### config.mk
export PLATFORM = sky130hd
export DESIGN_NAME = sic_engine
export DESIGN_NICKNAME = d
export VERILOG_FILES = /design/src/rtl/sic_pkg.sv /design/src/rtl/sic_chip_buf.sv /design/src/rtl/sic_code_store.sv /design/src/rtl/sic_despread.sv /design/src/rtl/sic_engine.sv
export SDC_FILE = /design/constraint.sdc
export NUM_CORES = 1
export LEC_CHECK = 0
export ABC_AREA = 1
export BUFFER_PORTS_ARGS = -buffer_cell sky130_fd_sc_hd__buf_4
export CORE_MARGIN = 10
export CORE_UTILIZATION = 55
export DETAILED_ROUTE_END_ITERATION = 8
export GPL_TIMING_DRIVEN = 0
export MAX_ROUTING_LAYER = met4
export PLACE_DENSITY = 0.71
export SLEW_MARGIN = 15
export SYNTH_ARGS = -nofsm -noshare
export SYNTH_HDL_FRONTEND = slang
export SYNTH_HIERARCHICAL = 1
export SYNTH_SLANG_ARGS = --single-unit
### constraint.sdc
create_clock -name clk -period 8.5 [get_ports clk]
set_input_delay 1.7 -clock clk [delete_from_list [all_inputs] [get_ports clk]]
set_output_delay 1.7 -clock clk [all_outputs]
set_load 0.005 [all_outputs]
### src/rtl/sic_pkg.sv
package sic_pkg;

  typedef enum logic [2:0] {
    ST_IDLE,
    ST_SCAN,
    ST_EMIT,
    ST_CANCEL,
    ST_FIN
  } sic_state_e;

endpackage

### src/rtl/sic_chip_buf.sv
module sic_chip_buf #(
  parameter int N  = 16,
  parameter int CW = 8,
  parameter int DW = 7,
  localparam int IW = $clog2(N)
) (
  input  logic                 clk,
  input  logic                 rst_n,
  input  logic                 load_en,
  input  logic [CW-1:0]        load_data,
  input  logic                 ptr_clr,
  input  logic [IW-1:0]        acc_idx,
  input  logic                 wr_en,
  input  logic signed [DW-1:0] delta,
  output logic signed [CW-1:0] upd
);
  localparam int SW = CW + 1;

  logic signed [CW-1:0] mem [N];
  logic [IW-1:0]        wr_ptr;
  logic [SW-1:0]        sum;

  // chip plus signed delta, one bit of headroom, then clamp
  always_comb begin
    sum = {mem[acc_idx][CW-1], mem[acc_idx]} + {{(SW-DW){delta[DW-1]}}, delta};
    if (sum[SW-1] != sum[SW-2])
      upd = sum[SW-1] ? {1'b1, {(CW-1){1'b0}}} : {1'b0, {(CW-1){1'b1}}};
    else
      upd = sum[CW-1:0];
  end

  always_ff @(posedge clk or negedge rst_n) begin
    if (!rst_n) begin
      wr_ptr <= '0;
      for (int i = 0; i < N; i++) mem[i] <= '0;
    end else begin
      if (ptr_clr) begin
        wr_ptr <= '0;
      end else if (load_en) begin
        mem[wr_ptr] <= load_data;
        wr_ptr <= (wr_ptr == IW'(N-1)) ? '0 : wr_ptr + 1'b1;
      end
      if (wr_en) mem[acc_idx] <= upd;
    end
  end

  // host loads and datapath writes never share a cycle
  a_r2_load_idle: assert property (@(posedge clk) disable iff (!rst_n)
    load_en |-> !wr_en);

endmodule

### src/rtl/sic_code_store.sv
module sic_code_store #(
  parameter int N = 16,
  parameter int K = 4,
  localparam int IW = $clog2(N),
  localparam int UW = $clog2(K)
) (
  input  logic          clk,
  input  logic          rst_n,
  input  logic          load_en,
  input  logic [UW-1:0] load_user,
  input  logic [N-1:0]  load_bits,
  input  logic [UW-1:0] rd_user,
  input  logic [IW-1:0] rd_idx,
  output logic          sgn
);
  logic [N-1:0] codes [K];

  always_ff @(posedge clk or negedge rst_n) begin
    if (!rst_n) begin
      for (int k = 0; k < K; k++) codes[k] <= '0;
    end else if (load_en) begin
      codes[load_user] <= load_bits;
    end
  end

  assign sgn = codes[rd_user][rd_idx];

endmodule

### src/rtl/sic_despread.sv
module sic_despread #(
  parameter int N  = 16,
  parameter int CW = 8,
  parameter int EW = 6
) (
  input  logic                 clk,
  input  logic                 rst_n,
  input  logic                 en,
  input  logic                 first,
  input  logic                 sgn,
  input  logic signed [CW-1:0] chip,
  output logic signed [EW-1:0] est_next
);
  localparam int LG = $clog2(N);
  localparam int AW = CW + LG + 1;
  localparam int HI = (1 << (EW-1)) - 1;

  logic signed [AW-1:0] acc, chip_x, term, base, total, scaled, hi_x, lo_x;

  always_comb begin
    chip_x = {{(AW-CW){chip[CW-1]}}, chip};
    term   = sgn ? chip_x : -chip_x;
    base   = first ? '0 : acc;
    total  = base + term;
    scaled = total >>> LG;
    hi_x   = AW'(HI);
    lo_x   = -hi_x - 1;
    if (scaled > hi_x)      est_next = hi_x[EW-1:0];
    else if (scaled < lo_x) est_next = lo_x[EW-1:0];
    else                    est_next = scaled[EW-1:0];
  end

  always_ff @(posedge clk or negedge rst_n) begin
    if (!rst_n)  acc <= '0;
    else if (en) acc <= total;
  end

endmodule

### src/rtl/sic_engine.sv
module sic_engine
  import sic_pkg::*;
#(
  parameter int N  = 16,
  parameter int K  = 4,
  parameter int CW = 8,
  parameter int EW = 6,
  localparam int UW = $clog2(K),
  localparam int IW = $clog2(N)
) (
  input  logic            clk,
  input  logic            rst_n,
  input  logic            in_valid,
  output logic            in_ready,
  input  logic [CW-1:0]   in_sample,
  input  logic            code_valid,
  output logic            code_ready,
  input  logic [UW-1:0]   code_user,
  input  logic [N-1:0]    code_bits,
  input  logic [K*UW-1:0] rank_order,
  input  logic            start,
  output logic            busy,
  output logic            done,
  output logic            est_valid,
  input  logic            est_ready,
  output logic [UW-1:0]   est_user,
  output logic [EW-1:0]   est_value
);
  localparam int DW = EW + 1;

  sic_state_e           state;
  logic                 stage;
  logic [UW-1:0]        pos;
  logic [IW-1:0]        idx;
  logic [K*UW-1:0]      rank_q;
  logic signed [EW-1:0] est_q;
  logic signed [EW-1:0] e1 [K];

  logic [UW-1:0]        cur_user;
  logic                 sgn, last_idx, wr_en;
  logic signed [EW-1:0] e1_sel, est_next;
  logic signed [DW-1:0] e1_x, est_x, delta;
  logic signed [CW-1:0] upd;

  assign cur_user = rank_q[pos*UW +: UW];
  assign last_idx = (idx == IW'(N-1));
  assign e1_sel   = e1[cur_user];
  assign e1_x     = {e1_sel[EW-1], e1_sel};
  assign est_x    = {est_q[EW-1], est_q};

  // restore in second-sweep scan, remove in cancel pass
  always_comb begin
    delta = '0;
    if (state == ST_SCAN && stage) delta = sgn ? e1_x : -e1_x;
    else if (state == ST_CANCEL)   delta = sgn ? -est_x : est_x;
  end
  assign wr_en = (state == ST_SCAN && stage) || (state == ST_CANCEL);

  sic_chip_buf #(.N(N), .CW(CW), .DW(DW)) u_buf (
    .clk(clk), .rst_n(rst_n),
    .load_en(in_valid && in_ready), .load_data(in_sample),
    .ptr_clr(start && state == ST_IDLE),
    .acc_idx(idx), .wr_en(wr_en), .delta(delta), .upd(upd)
  );

  sic_code_store #(.N(N), .K(K)) u_codes (
    .clk(clk), .rst_n(rst_n),
    .load_en(code_valid && code_ready), .load_user(code_user), .load_bits(code_bits),
    .rd_user(cur_user), .rd_idx(idx), .sgn(sgn)
  );

  sic_despread #(.N(N), .CW(CW), .EW(EW)) u_corr (
    .clk(clk), .rst_n(rst_n),
    .en(state == ST_SCAN), .first(idx == '0), .sgn(sgn), .chip(upd),
    .est_next(est_next)
  );

  always_ff @(posedge clk or negedge rst_n) begin
    if (!rst_n) begin
      state  <= ST_IDLE;
      stage  <= 1'b0;
      pos    <= '0;
      idx    <= '0;
      rank_q <= '0;
      est_q  <= '0;
      for (int k = 0; k < K; k++) e1[k] <= '0;
    end else begin
      case (state)
        ST_IDLE: if (start) begin
          rank_q <= rank_order;
          stage  <= 1'b0;
          pos    <= '0;
          idx    <= '0;
          state  <= ST_SCAN;
        end
        ST_SCAN: begin
          idx <= idx + 1'b1;
          if (last_idx) begin
            idx   <= '0;
            est_q <= est_next;
            if (!stage) begin
              e1[cur_user] <= est_next;
              state <= ST_CANCEL;
            end else begin
              state <= ST_EMIT;
            end
          end
        end
        ST_EMIT: if (est_ready) state <= ST_CANCEL;
        ST_CANCEL: begin
          idx <= idx + 1'b1;
          if (last_idx) begin
            idx <= '0;
            if (pos == UW'(K-1)) begin
              pos <= '0;
              if (!stage) begin
                stage <= 1'b1;
                state <= ST_SCAN;
              end else begin
                state <= ST_FIN;
              end
            end else begin
              pos   <= pos + 1'b1;
              state <= ST_SCAN;
            end
          end
        end
        ST_FIN:  state <= ST_IDLE;
        default: state <= ST_IDLE;
      endcase
    end
  end

  assign busy       = (state != ST_IDLE);
  assign done       = (state == ST_FIN);
  assign in_ready   = !busy;
  assign code_ready = !busy;
  assign est_valid  = (state == ST_EMIT);
  assign est_user   = cur_user;
  assign est_value  = est_q;

  // checker state: emitted estimates in the current job
  logic [UW:0] emit_cnt;
  always_ff @(posedge clk or negedge rst_n) begin
    if (!rst_n)                         emit_cnt <= '0;
    else if (state == ST_IDLE && start) emit_cnt <= '0;
    else if (est_valid && est_ready)    emit_cnt <= emit_cnt + 1'b1;
  end

  a_r9_hold: assert property (@(posedge clk) disable iff (!rst_n)
    est_valid && !est_ready |=> est_valid && $stable(est_user) && $stable(est_value));

  a_r11_done_pulse: assert property (@(posedge clk) disable iff (!rst_n)
    done |=> !done && !busy);

  a_r8_emit_count: assert property (@(posedge clk) disable iff (!rst_n)
    done |-> emit_cnt == (UW+1)'(K));

  a_r8_second_sweep: assert property (@(posedge clk) disable iff (!rst_n)
    est_valid |-> stage);

  a_r10_start_only_idle: assert property (@(posedge clk) disable iff (!rst_n)
    $rose(busy) |-> $past(start));

endmodule

==> results of run 1 <==
worst paths after layout:
| kind | from | to | slack, ps |
|---|---|---|---|
| min reg2reg | u_codes/codes[52] | u_codes/codes[52] | 480 |
| min | u_codes/codes[52] | u_codes/codes[52] | 480 |
| max reg2reg | pos[1] | e1[16] | 820 |
| max in group asynchronous | rst_n | u_buf/mem[34] | 6480 |
| min in group asynchronous | rst_n | u_codes/codes[53] | 1010 |
| max | pos[1] | e1[16] | 820 |
cell usage in the layout, fill, tap and decap left out, types with 3 or more instances in the layout:
| master | n |
|---|---|
| a21oi_1 | 114 |
| a22oi_1 | 48 |
| buf_16 | 3 |
| buf_2 | 32 |
| buf_4 | 59 |
| buf_6 | 15 |
| clkbuf_1 | 48 |
| clkbuf_16 | 29 |
| clkinv_2 | 7 |
| dfrtp_1 | 257 |
| ha_1 | 30 |
| inv_1 | 188 |
| inv_2 | 18 |
| nand2_1 | 687 |
| nand2_2 | 22 |
| nand2_4 | 12 |
| nand3_1 | 129 |
| nand3_2 | 12 |
| nand4_1 | 13 |
| nor2_1 | 57 |
| nor2_2 | 20 |
| nor2_4 | 12 |
| nor3_1 | 10 |
| o211ai_1 | 33 |
| o21ai_0 | 232 |
| o21ai_1 | 12 |
| o22ai_1 | 22 |
| xnor2_1 | 10 |
| xor2_1 | 8 |
stage by stage:
| step | hold slack, ps | cells | instance area [um^2] |
|---|---|---|---|
| after CTS | 488 | 2542 | 17100 |
| after global routing | 502 | 2542 | 17100 |
| final | 484 | 2542 | 17100 |
| after floorplan | 442 | 2061 | 15200 |
| after global placement | 466 | 2485 | 16100 |
| after detailed placement | 473 | 2488 | 16200 |
final cells by class:
class                      instances  share of cell area
multi-input combinational       1502               0.437
sequential                       257               0.376
inverter                         210              0.0468
clock buffer                      42              0.0465
buffer                            92              0.0309
timing repair buffer              55              0.0281
tap                              372              0.0272
clock inverter                    12             0.00768
cells by family (layout without fill, tap and decap cells):
logic type	after synthesis	in the layout
AOI/OAI and AO/OA	470	470
xor gates and xnor gates	18	18
and+or+nand+nor	982	982
buffers and inverters	302	411
adders and majority gates	32	32
DFF	257	257
state kept, by name, summed over array words and instances (netlist names):
register and flops:
u_corr/acc 13, u_codes/codes 64, stage 1, e1 24
u_buf/wr_ptr 4, est_value 6, idx 4, state 3
rank_q 8, pos 2, u_buf/mem 128
per-layer routing:
metal / vias up / GRT usage
met5: - / -
met1: 6997 / 0.380
met4: 0 / 0.0694
li1: 6931 / -
met3: 90 / 0.0425
met2: 648 / 0.404
worst min-delay path, delay by kind of cell (launching register included):
family,cells,cell delay [ps]
compound gates,1,60
flops,1,340
simple gates,1,50
timing repair:
| action | in CTS | in global routing |
|---|---|---|
| endpoints found under the hold margin | 0 | 0 |
| gates resized for setup | 0 | 1 |
| endpoints found under the setup margin | 0 | 21 |
==> run summary, run 1 <==
Outcome: finished clean
Total global routing overflow: 0
Setup Buffers After CTS: 0
Final setup viols: 0
Synth area leader: dfrtp_1
Synth Register Bits: 257
Wl on met1: 21200 um
Die area: 34700 um^2
Final Hold Viols: 0
Largest net degree at the start of global routing: 88
Yosys top cell area share: 0.422
Crit Path Max Fanout: 14
Fin crit period: 7680 ps
Area grow syn2layout: 12.3%
Kind of critical path: reg -> reg
Die width: 186 um
Vias: 14666
Longest Clk Path Bufs: 3
Hold Crit Class: reg -> reg
I/O Pins: 53
Worst path buffer plus inverter count: 14
CTS Hold Buffers Added: 0
Clk_lat worst skew: 580 ps
Syn_area_per_cell: 7.39 um^2
Slew Limit Headroom: 0.372
Simple-gate share of the synthesized area: 0.281
Warning count from the yosys run: 6
Critical path arrival: 8150 ps
Multi-input logic area: 7470 um^2
R2R depth: 47
Worst-margin pin slew: 943 ps
Core Area: 27100 um^2
Drt first pass iters: 5
GPL Wtd Cong: 1.00
CP Launch Type: flop
CTS root buffer: clkbuf_16
Critical-path top delay cell: fa_1
Routed len/inst: 18.7 um
Compound-gate portion of the synthesized area: 0.172
Syn Inst Count: 2061
H-Tree Depth: 1
Core Rows: 60
Worst path top cell family by delay: simple AND/OR/NAND/NOR gates
First-pass GRT wire length: 75100 um
Total Wirelength: 47600 um
Setup TNS: 0 ps
N_diodes: 0
Finished Core Util: 0.631
Met2 WL: 21200 um
Count of different cell masters after synthesis: 43
Tot GR Track Use: 0.272
Vias in the first global route: 13603
Worst EP required: 8970 ps
I/O Buffers: 52
Fmax: 0.130 GHz
RSZ-0062 raised after global routing: false
Synth Flop Type: dfrtp_1
Layout fillers: 2443
Number of enable flip-flop cells after synthesis: 0
Slowest stage delay, CP: 470 ps
Ys async rst share: 1.00
Residual DRC: 0
CTS sink count: 257
Share of layout cells above drive strength 1: 0.119
Clk pin slew, worst setup/hold paths: 60 ps
Final ANT Viol Nets: 0
Highest Signal Layer: met4
Commonest cells post-synth: 688 x nand2_1, 257 x dfrtp_1, 232 x o21ai_0, 188 x inv_1, 129 x nand3_1
Largest family of logic cells by synthesized area: simple AND/OR/NAND/NOR gates
Pre-CTS WS: 672 ps
Seq/Total Area, Yosys: 0.422
Worst Slack Setup Final: 821 ps
Sequential Area: 6430 um^2
Worst setup EP type: flop
Initial core utilization: 0.562
Initial DRC Count: 1703
Synthesized cell area: 15200 um^2
Post-Syn Nets: 2133
Vias per cell: 5.77
Final Skew: 27.9 ps
Antenna violations before repair: 0
DIE HEIGHT: 186 um
Net count, final: 2219
Main area contributors after synthesis: dfrtp_1 42%, nand2_1 17%, o21ai_0 7.6%, inv_1 4.6%, nand3_1 4.2%
Num CTS Buffers: 29
Multiplexer area fraction after synthesis: 0
Routed length on met3: 4000 um
Detailed Place HPWL: 33700 um
Final worst-path cycle share: 0.903
Most frequent cell after synthesis: nand2_1
XOR/XNOR share of the synthesized area: 0.0104
Maxcap violations: 0
Max-slew violation count: 0
CTS tree: built
Worst path depth: 47
Fraction of the mapped netlist area in adder cells: 0.0273
Hold Crit Depth: 2
Power of run 1 is not shown: default switching activity piles up to over one toggle a cycle in this logic, so the estimate is an artifact.
==> run 2: changes to the inputs <==
==> constraint.sdc (replaced) <==
create_clock -name clk -period 9 [get_ports clk]
set_input_delay 1.8 -clock clk [delete_from_list [all_inputs] [get_ports clk]]
set_output_delay 1.8 -clock clk [all_outputs]
set_load 0.005 [all_outputs]
==> run 2 against run 1 <==
  * Utilization barely moved
  * Fmax decreased by 2.7%
  * Critical path depth is 1 higher
  * First-iteration DRC count shrank 1.0%
  * Largest cell class unchanged
==> run summary, run 2 (synthesis results as in run 1) <==
Die area: 34700 um^2
Fin crit period: 7890 ps
Initial DRC Count: 1686
Worst setup EP type: flop
Final Skew: 26.1 ps
GPL Wtd Cong: 1.00
Hold Crit Class: reg -> reg
CTS sink count: 257
Top reg by flops: u_buf/mem
Total Wirelength: 47600 um
Crit Path Max Fanout: 14
Core Area: 27100 um^2
N_diodes: 0
Final Hold Viols: 0
CTS root buffer: clkbuf_16
Largest net degree at the start of global routing: 88
Setup TNS: 0 ps
Worst hold start: u_codes/codes[52]
DIE HEIGHT: 186 um
Critical path arrival: 8360 ps
Num CTS Buffers: 29
Kind of critical path: reg -> reg
Share of layout cells above drive strength 1: 0.118
Setup crit start: pos[0]
Commonest non-fill, non-tap cells in the layout: 688 x nand2_1, 257 x dfrtp_1, 232 x o21ai_0
Initial core utilization: 0.562
Gr busiest metal: met2
Antenna violations before repair: 0
H-Tree Depth: 1
Worst EP required: 9470 ps
Biggest regs: u_buf/mem: 128 flops, u_codes/codes: 64 flops, e1: 24 flops
Fmax: 0.127 GHz
CTS tree: built
Met1 Resource Use GR: 0.380
Critical-path top delay cell: fa_1
Vias per cell: 5.80
Total global routing overflow: 0
RSZ-0062 raised after global routing: false
Worst-margin pin slew: 943 ps
Area grow syn2layout: 12.3%
I/O Buffers: 52
Routing usage on met2: 0.404
CP Launch Type: flop
Final ANT Viol Nets: 0
Maxcap violations: 0
Final worst-path cycle share: 0.877
R2R Path Start: pos[0]
Most common cell after layout, fill and taps aside: nand2_1
Routed len/inst: 18.7 um
Post-cts sizing count: 0
Clk pin slew, worst setup/hold paths: 60 ps
CTS Hold Buffers Added: 0
Die width: 186 um
Outcome: finished clean
I/O Pins: 53
Max-slew violation count: 0
Vias: 14739
Drt first pass iters: 5
Final setup viols: 0
Max FFs per register: 128
Slew Limit Headroom: 0.372
Met3 GRT Util: 0.0425
Worst path most repeated cell: nand2_1
Net count, final: 2219
First-pass GRT wire length: 75100 um
Finished Core Util: 0.631
Tot GR Track Use: 0.272
Slowest stage delay, CP: 470 ps
Core Rows: 60
Setup Buffers After CTS: 0
Longest Clk Path Bufs: 3
Vias in the first global route: 13603
Detailed Place HPWL: 33700 um
Residual DRC: 0
Clk_lat worst skew: 580 ps
[run 2: cell count changes in the layout (fill, tap and decap cells not counted)]
cell,before,now
nand2_1,687,688
nand2_2,22,21
[run 2: area by class of cell]
type / instances / area (um^2)
Multi-Input combinational cell: 1502 / 7470
Clock inverter: 12 / 131
Sequential cell: 257 / 6430
Buffer: 92 / 528
Inverter: 210 / 801
Timing Repair Buffer: 55 / 480
Fill cell: 2444 / 10000
Clock buffer: 42 / 795
Tap cell: 372 / 465
[run 2: metal layers]
metal	part of all wire	vias to the layer above
li1	-	6939
met1	0.44	7029
met2	0.45	676
met3	0.087	95
met4	0.024	0
met5	0	-
[run 2: through the flow]
stage,hold slack (ps),setup slack (ps),instances,instance area (um^2)
3_3_place_gp,466,1360,2485,16100
5_1_grt,502,398,2542,17100
4_1_cts,488,1160,2542,17100
2_1_floorplan,442,2980,2061,15200
6_report,484,1110,2542,17100
3_5_place_dp,473,1170,2488,16200
[run 2: critical path: cells and delay by family (launching register included)]
family	cells	cell delay, ps
AO/OA/AOI/OAI	4	910
adder cells (fa/ha/maj)	3	1110
buffers and inverters	14	2190
flip-flops	1	400
AND/OR/NAND/NOR	27	3180
[run 2: worst paths after layout]
kind / end / slack, ps / depth (start not counted)
setup / recovery: e1[16] / 1110 / 48
hold / removal: u_codes/codes[52] / 480 / 2
setup reg to reg: e1[16] / 1110 / 48
hold reg to reg: u_codes/codes[52] / 480 / 2
max in group asynchronous: u_buf/mem[34] / 6870 / 3
min in group asynchronous: u_codes/codes[53] / 1120 / 1
Power of run 2 is left out for the same reason.
==> run 3: changes to the inputs <==
--- a/config.mk
+++ b/config.mk
@@ -8,11 +8,10 @@
 export ABC_AREA = 1
 export BUFFER_PORTS_ARGS = -buffer_cell sky130_fd_sc_hd__buf_4
 export CORE_MARGIN = 10
-export CORE_UTILIZATION = 55
+export CORE_UTILIZATION = 30
 export DETAILED_ROUTE_END_ITERATION = 8
 export GPL_TIMING_DRIVEN = 0
-export MAX_ROUTING_LAYER = met4
-export PLACE_DENSITY = 0.71
+export PLACE_DENSITY = 0.43
 export SLEW_MARGIN = 15
 export SYNTH_ARGS = -nofsm -noshare
 export SYNTH_HDL_FRONTEND = slang
==> run 3 against run 2 <==
  * Count of clock-buffer cells in the layout increased by 3
  * Non-clock buffer count fell by 1
  * Clock skew hardly changed
  * Sequential share of layout area decreased by 1.5 points
  * Wire length rose by 15%
  * Fmax decreased by 3.6%
  * Global-route usage is 9.2 points lower
  * Hold slack worse by 0.71 ps
  * Critical endpoint is now e1[7]
  * Highest routed layer unchanged
==> run summary, run 3 (synthesis results as in run 1) <==
Worst path top cell family by delay: simple AND/OR/NAND/NOR gates
Drt first pass iters: 8
Worst setup EP type: flop
Crit Path Max Fanout: 14
Net count, final: 2224
Hold Crit Class: reg -> reg
Detailed Place HPWL: 38600 um
Total global routing overflow: 0
Share of layout cells above drive strength 1: 0.124
Antenna violations before repair: 0
Kind of critical path: reg -> reg
Most common cell after layout, fill and taps aside: nand2_1
Fin crit period: 8190 ps
CTS tree: built
Longest Clk Path Bufs: 3
Total Wirelength: 54600 um
CTS Hold Buffers Added: 0
Vias: 14329
Die width: 245 um
RSZ-0062 raised after global routing: false
Layout fillers: 5319
Worst Slack Setup Final: 814 ps
Final Skew: 26.4 ps
Clk pin slew, worst setup/hold paths: 60 ps
Worst hold start: u_codes/codes[1]
Setup TNS: 0 ps
Tot GR Track Use: 0.180
CTS root buffer: clkbuf_16
Pre-CTS WS: 662 ps
Vias per cell: 5.03
Clk_lat worst skew: 560 ps
Worst EP required: 9410 ps
R2R Path Start: pos[1]
Num CTS Buffers: 35
Final worst-path cycle share: 0.910
Final ANT Viol Nets: 0
First-pass GRT wire length: 84200 um
GPL Wtd Cong: 0.872
Outcome: finished clean
N_diodes: 0
H-Tree Depth: 2
I/O Buffers: 52
Setup Buffers After CTS: 0
Vias in the first global route: 14009
Largest net degree at the start of global routing: 77
Routed len/inst: 19.2 um
Post-cts sizing count: 0
Maxcap violations: 0
Max FFs per register: 128
I/O Pins: 53
CP Launch Type: flop
Slowest stage delay, CP: 470 ps
Biggest regs: u_buf/mem: 128 flops, u_codes/codes: 64 flops, e1: 24 flops
Final setup viols: 0
Initial DRC Count: 1247
Initial core utilization: 0.304
Top reg by flops: u_buf/mem
Die area: 60200 um^2
Core Rows: 82
Worst path buffer plus inverter count: 12
Area grow syn2layout: 16.9%
Setup crit start: pos[1]
CTS sink count: 257
Core Area: 50200 um^2
Final Hold Viols: 0
Commonest non-fill, non-tap cells in the layout: 688 x nand2_1, 257 x dfrtp_1, 232 x o21ai_0
Worst path most repeated cell: nand2_1
DIE HEIGHT: 245 um
Max-slew violation count: 0
Worst-margin pin slew: 950 ps
Critical-path top delay cell: dfrtp_1
Slew Limit Headroom: 0.366
Critical path arrival: 8600 ps
Residual DRC: 0
Fmax: 0.122 GHz
-- run 3: cell types whose count changed in the layout (fill, tap and decap cells not counted) --
| cell | previous run | this run |
|---|---|---|
| clkbuf_1 | 48 | 42 |
| clkinv_8 | 0 | 1 |
| clkinv_4 | 1 | 3 |
| bufinv_16 | 2 | 7 |
| inv_16 | 1 | 0 |
| clkbuf_16 | 29 | 36 |
| clkbuf_8 | 2 | 3 |
| clkinvlp_4 | 1 | 2 |
| clkinv_2 | 7 | 4 |
| inv_6 | 2 | 3 |
-- run 3: path summary, 6_finish.rpt --
path / to / slack, ps / cells past startpoint
max: e1[7] / 810 / 48
max in group asynchronous: u_buf/mem[17] / 6720 / 3
min in group asynchronous: u_codes/codes[53] / 1120 / 1
min reg2reg: u_codes/codes[1] / 480 / 2
max reg2reg: e1[7] / 810 / 48
min: u_codes/codes[1] / 480 / 2
-- run 3: worst min-delay path, delay by kind of cell (launching register included) --
kind | cells | cell delay (ps)
flip-flops | 1 | 340
AO/OA/AOI/OAI | 1 | 60
AND/OR/NAND/NOR | 1 | 50
-- run 3: stage by stage --
stage	hold slack [ps]	instance area, um^2	std cells	util
after floorplan	442	15200	2061	-
after global placement	458	16500	2785	0.328
after detailed placement	469	16500	2788	0.330
after CTS	485	17800	2851	0.355
after global routing	503	17800	2850	0.355
final	483	17800	2850	0.355
-- run 3: area by class of cell --
cell class | instances | area [um^2] | area share
Buffer | 91 | 524 | 0.0294
Multi-Input combinational cell | 1502 | 7470 | 0.419
Sequential cell | 257 | 6430 | 0.361
Inverter | 210 | 801 | 0.0450
Timing Repair Buffer | 55 | 480 | 0.0270
Tap cell | 672 | 841 | 0.0472
Clock buffer | 45 | 965 | 0.0542
Clock inverter | 18 | 297 | 0.0167
-- run 3: routing by layer --
metal | part of all wire | wire length [um] | GRT usage | vias to the layer above
met5 | 0 | 0 | 0 | -
met4 | 0.029 | 1560 | 0.0597 | 0
met3 | 0.049 | 2690 | 0.0306 | 83
met2 | 0.45 | 24800 | 0.283 | 354
met1 | 0.47 | 25600 | 0.247 | 6943
li1 | - | - | - | 6949
Power of run 3 is left out for the same reason.
